[src/rtl/bt656_pkg.sv]
package bt656_pkg;

  typedef enum logic [1:0] {
    SRCH    = 2'd0,
    SEEN_FF = 2'd1,
    SEEN_Z1 = 2'd2,
    SEEN_Z2 = 2'd3
  } codeState_t;

  typedef struct packed {
    logic capCb;
    logic capY;
    logic capCr;
    logic lumaAct;
  } bt656Strobe_t;

  function automatic logic [3:0] protBits(input logic f, input logic v, input logic h);
    return {v ^ h, f ^ h, f ^ v, f ^ v ^ h};
  endfunction

endpackage

[src/rtl/bt656_ctrl.sv]
module bt656_ctrl
  import bt656_pkg::*;
#(
  parameter int HSYNC_W     = 16,
  parameter int VSYNC_LINES = 3
) (
  input  logic         clk2x,
  input  logic         rst_n,
  input  logic [7:0]   dataIn,
  output bt656Strobe_t stb,
  output logic         blankOut,
  output logic         hsyncOut,
  output logic         vsyncOut,
  output logic         fieldOut,
  output logic         pixClkOut
);
  localparam int HS_CW = $clog2(HSYNC_W + 1);
  localparam int VS_CW = $clog2(VSYNC_LINES + 1);

  codeState_t state, stateNxt;
  logic [1:0] phase;
  logic       active;
  logic       vFlagQ;
  logic [HS_CW-1:0] hsCnt;
  logic [VS_CW-1:0] vsCnt;

  logic isFF, isZero, statusOk, codeHit, fBit, vBit, hBit;

  assign isFF     = (dataIn == 8'hFF);
  assign isZero   = (dataIn == 8'h00);
  assign fBit     = dataIn[6];
  assign vBit     = dataIn[5];
  assign hBit     = dataIn[4];
  assign statusOk = dataIn[7] && (dataIn[3:0] == protBits(fBit, vBit, hBit));
  assign codeHit  = (state == SEEN_Z2) && statusOk;

  // code search
  always_comb begin
    stateNxt = SRCH;
    case (state)
      SRCH:    stateNxt = isFF ? SEEN_FF : SRCH;
      SEEN_FF: stateNxt = isZero ? SEEN_Z1 : (isFF ? SEEN_FF : SRCH);
      SEEN_Z1: stateNxt = isZero ? SEEN_Z2 : (isFF ? SEEN_FF : SRCH);
      SEEN_Z2: stateNxt = isFF ? SEEN_FF : SRCH;
      default: stateNxt = SRCH;
    endcase
  end

  always_ff @(posedge clk2x) begin
    if (!rst_n) state <= SRCH;
    else        state <= stateNxt;
  end

  // byte steering strobes
  always_comb begin
    stb.lumaAct = active && !isFF;
    stb.capY    = phase[0];
    stb.capCb   = active && !isFF && (phase == 2'd0);
    stb.capCr   = active && !isFF && (phase == 2'd2);
  end

  always_ff @(posedge clk2x) begin
    if (!rst_n) begin
      phase  <= 2'd0;
      active <= 1'b0;
    end else if (codeHit) begin
      phase  <= 2'd0;
      active <= !hBit && !vBit;
    end else begin
      phase  <= phase + 2'd1;
      if (isFF) active <= 1'b0;
    end
  end

  // timing flags
  always_ff @(posedge clk2x) begin
    if (!rst_n) begin
      blankOut <= 1'b0;
      fieldOut <= 1'b0;
      vFlagQ   <= 1'b0;
    end else if (codeHit) begin
      blankOut <= hBit || vBit;
      fieldOut <= fBit;
      vFlagQ   <= vBit;
    end
  end

  always_ff @(posedge clk2x) begin
    if (!rst_n) begin
      hsyncOut <= 1'b0;
      hsCnt    <= '0;
    end else if (codeHit && hBit) begin
      hsyncOut <= 1'b1;
      hsCnt    <= HS_CW'(HSYNC_W - 1);
    end else if (hsyncOut) begin
      if (hsCnt == '0) hsyncOut <= 1'b0;
      else             hsCnt    <= hsCnt - 1'b1;
    end
  end

  always_ff @(posedge clk2x) begin
    if (!rst_n) begin
      vsyncOut <= 1'b0;
      vsCnt    <= '0;
    end else if (codeHit && hBit) begin
      if (vBit && !vFlagQ) begin
        vsyncOut <= 1'b1;
        vsCnt    <= VS_CW'(VSYNC_LINES - 1);
      end else if (vsyncOut) begin
        if (vsCnt == '0) vsyncOut <= 1'b0;
        else             vsCnt    <= vsCnt - 1'b1;
      end
    end
  end

  always_ff @(posedge clk2x) begin
    if (!rst_n) pixClkOut <= 1'b0;
    else        pixClkOut <= !pixClkOut;
  end

  // blanking moves only on a status byte
  a_r2_blank_on_code: assert property (@(posedge clk2x) disable iff (!rst_n)
    $past(rst_n) && !$stable(blankOut) |-> $past(state == SEEN_Z2));
  // field moves only on a status byte
  a_r4_field_on_code: assert property (@(posedge clk2x) disable iff (!rst_n)
    $past(rst_n) && !$stable(fieldOut) |-> $past(state == SEEN_Z2));
  // a horizontal pulse starts inside blanking
  a_r5_hs_in_blank: assert property (@(posedge clk2x) disable iff (!rst_n)
    $rose(hsyncOut) |-> blankOut);
  // a vertical pulse starts together with a horizontal one
  a_r6_vs_with_hs: assert property (@(posedge clk2x) disable iff (!rst_n)
    $rose(vsyncOut) |-> hsyncOut && blankOut);

endmodule

[src/rtl/bt656_datapath.sv]
module bt656_datapath
  import bt656_pkg::*;
#(
  parameter int OVL_W   = 5,
  parameter int OVL_LAG = 3
) (
  input  logic             clk2x,
  input  logic             rst_n,
  input  logic [7:0]       dataIn,
  input  logic [OVL_W-1:0] ovlIn,
  input  bt656Strobe_t     stb,
  output logic [7:0]       cbOut,
  output logic [7:0]       crOut,
  output logic [7:0]       yOut,
  output logic [OVL_W-1:0] ovlOut,
  output logic             yValid
);
  localparam int LAST = OVL_LAG - 1;

  logic [7:0] yPipe   [OVL_LAG];
  logic       actPipe [OVL_LAG];

  for (genvar g = 0; g < OVL_LAG; g++) begin : g_stage
    always_ff @(posedge clk2x) begin
      if (!rst_n) begin
        yPipe[g]   <= 8'h00;
        actPipe[g] <= 1'b0;
      end else if (stb.capY) begin
        if (g == 0) begin
          yPipe[g]   <= dataIn;
          actPipe[g] <= stb.lumaAct;
        end else begin
          yPipe[g]   <= yPipe[(g == 0) ? 0 : g - 1];
          actPipe[g] <= actPipe[(g == 0) ? 0 : g - 1];
        end
      end
    end
  end

  always_ff @(posedge clk2x) begin
    if (!rst_n) begin
      yOut   <= 8'h00;
      ovlOut <= '0;
      yValid <= 1'b0;
    end else if (stb.capY) begin
      yOut   <= yPipe[LAST];
      ovlOut <= ovlIn;
      yValid <= actPipe[LAST];
    end else begin
      yValid <= 1'b0;
    end
  end

  always_ff @(posedge clk2x) begin
    if (!rst_n) begin
      cbOut <= 8'h00;
      crOut <= 8'h00;
    end else begin
      if (stb.capCb) cbOut <= dataIn;
      if (stb.capCr) crOut <= dataIn;
    end
  end

  // chroma outputs change only on their own strobe
  a_r8_cb_on_strobe: assert property (@(posedge clk2x) disable iff (!rst_n)
    $past(rst_n) && !$stable(cbOut) |-> $past(stb.capCb));
  a_r8_cr_on_strobe: assert property (@(posedge clk2x) disable iff (!rst_n)
    $past(rst_n) && !$stable(crOut) |-> $past(stb.capCr));
  // a valid luma marker only follows a luma slot
  a_r9_valid_on_luma: assert property (@(posedge clk2x) disable iff (!rst_n)
    yValid |-> $past(stb.capY));

endmodule

[src/rtl/bt656_timing_decoder.sv]
module bt656_timing_decoder
  import bt656_pkg::*;
#(
  parameter int OVL_W       = 5,
  parameter int OVL_LAG     = 3,
  parameter int HSYNC_W     = 16,
  parameter int VSYNC_LINES = 3
) (
  input  logic             clk2x,
  input  logic             rst_n,
  input  logic [7:0]       dataIn,
  input  logic [OVL_W-1:0] ovlIn,
  output logic             blankOut,
  output logic             hsyncOut,
  output logic             vsyncOut,
  output logic             fieldOut,
  output logic             pixClkOut,
  output logic [7:0]       cbOut,
  output logic [7:0]       crOut,
  output logic [7:0]       yOut,
  output logic [OVL_W-1:0] ovlOut,
  output logic             yValid
);
  bt656Strobe_t stb;

  bt656_ctrl #(
    .HSYNC_W(HSYNC_W),
    .VSYNC_LINES(VSYNC_LINES)
  ) ctrl_i (
    .clk2x(clk2x),
    .rst_n(rst_n),
    .dataIn(dataIn),
    .stb(stb),
    .blankOut(blankOut),
    .hsyncOut(hsyncOut),
    .vsyncOut(vsyncOut),
    .fieldOut(fieldOut),
    .pixClkOut(pixClkOut)
  );

  bt656_datapath #(
    .OVL_W(OVL_W),
    .OVL_LAG(OVL_LAG)
  ) dp_i (
    .clk2x(clk2x),
    .rst_n(rst_n),
    .dataIn(dataIn),
    .ovlIn(ovlIn),
    .stb(stb),
    .cbOut(cbOut),
    .crOut(crOut),
    .yOut(yOut),
    .ovlOut(ovlOut),
    .yValid(yValid)
  );

endmodule

[config.mk]
export PLATFORM = sky130hd
export DESIGN_NAME = bt656_timing_decoder
export DESIGN_NICKNAME = d
export VERILOG_FILES = /design/src/rtl/bt656_pkg.sv /design/src/rtl/bt656_ctrl.sv /design/src/rtl/bt656_datapath.sv /design/src/rtl/bt656_timing_decoder.sv
export SDC_FILE = /design/constraint.sdc
export NUM_CORES = 1
export LEC_CHECK = 0
export BUFFER_PORTS_ARGS = -buffer_cell sky130_fd_sc_hd__buf_2
export CAP_MARGIN = 10
export CORE_MARGIN = 5
export CORE_UTILIZATION = 25
export DETAILED_ROUTE_END_ITERATION = 8
export SYNTH_ARGS = -nofsm -noshare
export SYNTH_HDL_FRONTEND = slang
export SYNTH_SLANG_ARGS = --single-unit
[constraint.sdc]
create_clock -name clk2x -period 2.4 [get_ports clk2x]
set_clock_uncertainty 0.1 [all_clocks]
set_input_delay 0.12 -clock clk2x [delete_from_list [all_inputs] [get_ports clk2x]]
set_output_delay 0.12 -clock clk2x [all_outputs]
set_load 0.02 [all_outputs]
==> results.tsv <==
metric	value	unit
outcome	complete, no violations	
drv_slew	0	
cp-end-kind	register	
synthFlopType	dfxtp_1	
slowest_delay	0.69	ns
dp_cells	518	
fin_crit	1.85	ns
initial_core_util	25.4	%
cts_buffers	9	
num_vias	2389	
dieArea	15700	um^2
rows	42	
cap_viol_max_count	0	
critPathLaunch	dataIn[3]	
core	13100	um^2
r2r-end	ctrl_i.hsCnt[3]	
cp_slowest_cell	o21a_1	
crit_family	compound AO/OA/AOI/OAI gates	
required	2.52	ns
r2r_slack	0.68	ns
htree_levels	3	
final_area	4120	um^2
cts_tree	built	
drive_gt1_share	21.2	%
synth.net_count	338	
antenna_left	0	
clkLatencyLatePin	0.33	ns
async_flop_share	0	%
ctsResizeCount	0	
die_h	125	um
max_slew_margin	44.7	%
path_buf_inv	2	
overflow	0	
rr_startpoint	ctrl_i.hsCnt[0]	
vias_per_cell	4.42	
num-fill-cells	1370	
firstDrtPassIters	4	
rsz0062_at_grt	false	
syn_area	3330	um^2
startpoint_type	input pin	
ir_drop	0.356	mV
path_class	in2reg	
hold_path.class	in2reg	
clockRootBuffer	clkbuf_16	
crit_end	dp_i.crOut[6]	
wl	6690	um
grt_pass1_vias	2387	
finalSetupTns	0	ns
n_antenna_cell	0	
ys_types	48	
layout.nets	384	
cp_max_fo	20	
path_depth	7	
grt_max_degree	80	
grt_usage	8.92	%
synth.avg_cell_area	10.6	um^2
r2r_cells	7	
holdPathStages	3	
min-delay-start	dataIn[7]	
placed_area	3710	um^2
hold_ws	0.0228	ns
post_drt_wl_per_cell	12.4	um
hold_violations	0	
p_leak	1.79	nW
fmax	540	MHz
cts_sinks	75	
powerDensity	766	nW/um^2
ioPinCount	50	
dieWidth	125	um
setup_violations	0	
stdcell_count	540	
cts_buffer_depth	2	
worst_slew_pin_slew	0.830	ns
yosysWarnings	0	
postCtsHoldBufs	6	
period_share	77.2	%
synth_seq_cells	75	
drc	0	
fin_util	31.3	%
synth-seq-area-share	52.9	%
post-dp-hpwl	4380	um
grt_first_pass_wirelength	11500	um
clk_pin_slew	0.06	ns
place.gp.congestion	0.788	
drt_iter0_drc	154	
post_cts_buffers	0	
netlist_instances	313	
antenna_found_initial	0	
portBuffers	49	
area_growth	23.6	%
worstPathArrival	1.97	ns
path_cells	dlygate4sd3_1, buf_2, nand4_1, o21a_1, nand2_4, nand2_1, a21boi_1	
synth_edf_count	26	
-- state kept, by name, summed over array words and instances (netlist names) --
signal,cells
ctrl_i.active,1
ctrl_i.blankOut,1
ctrl_i.fieldOut,1
ctrl_i.hsCnt,5
ctrl_i.hsyncOut,1
ctrl_i.phase,2
ctrl_i.pixClkOut,1
ctrl_i.state,2
ctrl_i.vFlagQ,1
ctrl_i.vsCnt,2
ctrl_i.vsyncOut,1
dp_i.actPipe,3
dp_i.cbOut,8
dp_i.crOut,8
dp_i.ovlOut,5
dp_i.yOut,8
dp_i.yPipe,24
dp_i.yValid,1
-- cells by family (layout without fill, tap and decap cells) --
| family | after synthesis | count (layout) | share of synthesized area [%] |
|---|---|---|---|
| buffers and inverters | 37 | 88 | 4.92 |
| adder cells (fa/ha/maj) | 10 | 10 | 3.76 |
| AO/OA/AOI/OAI | 44 | 44 | 10.6 |
| multiplexers | 18 | 18 | 5.41 |
| AND/OR/NAND/NOR | 124 | 124 | 21.2 |
| XOR/XNOR | 5 | 5 | 1.31 |
| flip-flops | 75 | 75 | 52.9 |
-- Yosys cell counts (all sizes together), types with 2 or more instances --
cell	instances	area, um^2
dfxtp	49	981
nand2	29	124
and3	28	175
edfxtp	26	781
a21boi	23	176
nand3	21	105
mux2i	18	180
nor2b	18	113
inv	14	52.6
clkbuf	13	48.8
buf	10	62.6
ha	10	125
nor2	10	37.5
o21ai	8	40.0
nand2b	5	38.8
xnor2	4	35.0
nor3	3	15.0
o311ai	3	51.3
a21oi	2	10.0
nand4	2	12.5
nand4b	2	32.5
-- worst min-delay path, stage by stage --
cell and delay, ns:
buf_2 0.15, nand3_1 0.08, a21boi_1 0.06
-- worst min-delay path by stage --
stage	slack (ns)	endpoint
after detailed placement	0.30	dp_i.ovlOut[2]
final	0.02	dp_i.crOut[7]
after global routing	0.03	dp_i.cbOut[7]
after global placement	0.28	dp_i.ovlOut[3]
after floorplan	0.16	ctrl_i.vFlagQ
after CTS	0.01	dp_i.cbOut[7]
-- power breakdown --
part	switching [mW]	internal, mW	leakage (nW)
registers	0.0137	1.36	0.678
logic	0.131	0.0803	0.940
clock network	0.540	1.03	0.172
-- layout by cell type, fill, tap and decap left out, drive strengths merged, types with 2 or more instances in the layout --
cell         netlist  final
nor3               3      3
a21boi            23     23
buf               10     52
nand2             29     29
o21ai              8      8
inv               14     16
dlygate4sd3        0      6
ha                10     10
clkinv             0      2
nand4b             2      2
bufinv             0      3
nand4              2      2
edfxtp            26     26
nand3             21     21
mux2i             18     18
o311ai             3      3
nor2b             18     18
and3              28     28
nand2b             5      5
a21oi              2      2
nor2              10     10
clkbuf            13      9
xnor2              4      4
dfxtp             49     49
-- final cells by class --
cell class                 count  area [um^2]  area share (%)
multi-input combinational    201         1410            34.2
sequential                    75         1760            42.8
clock buffer                   9          225            5.47
tap                          176          220            5.35
inverter                      14         52.6            1.28
timing repair buffer          58          328            7.96
clock inverter                 7          124            3.01
-- layer usage --
metal	track usage [%]	vias up	routed length (um)
met3	4.01	13	450
met5	0	-	0
met1	10.9	1125	3100
met2	13.2	55	2990
li1	-	1196	-
met4	4.53	0	146
-- per-stage QoR --
step / total power [mW] / setup slack [ns]
final: 3.15 / 0.548
after global routing: 3.28 / 0.392
after CTS: 3.20 / 0.569
after detailed placement: 1.61 / 0.473
after global placement: 1.61 / 0.554
after floorplan: 1.55 / 0.445
Note: power is estimated with default switching activity, not from simulation.
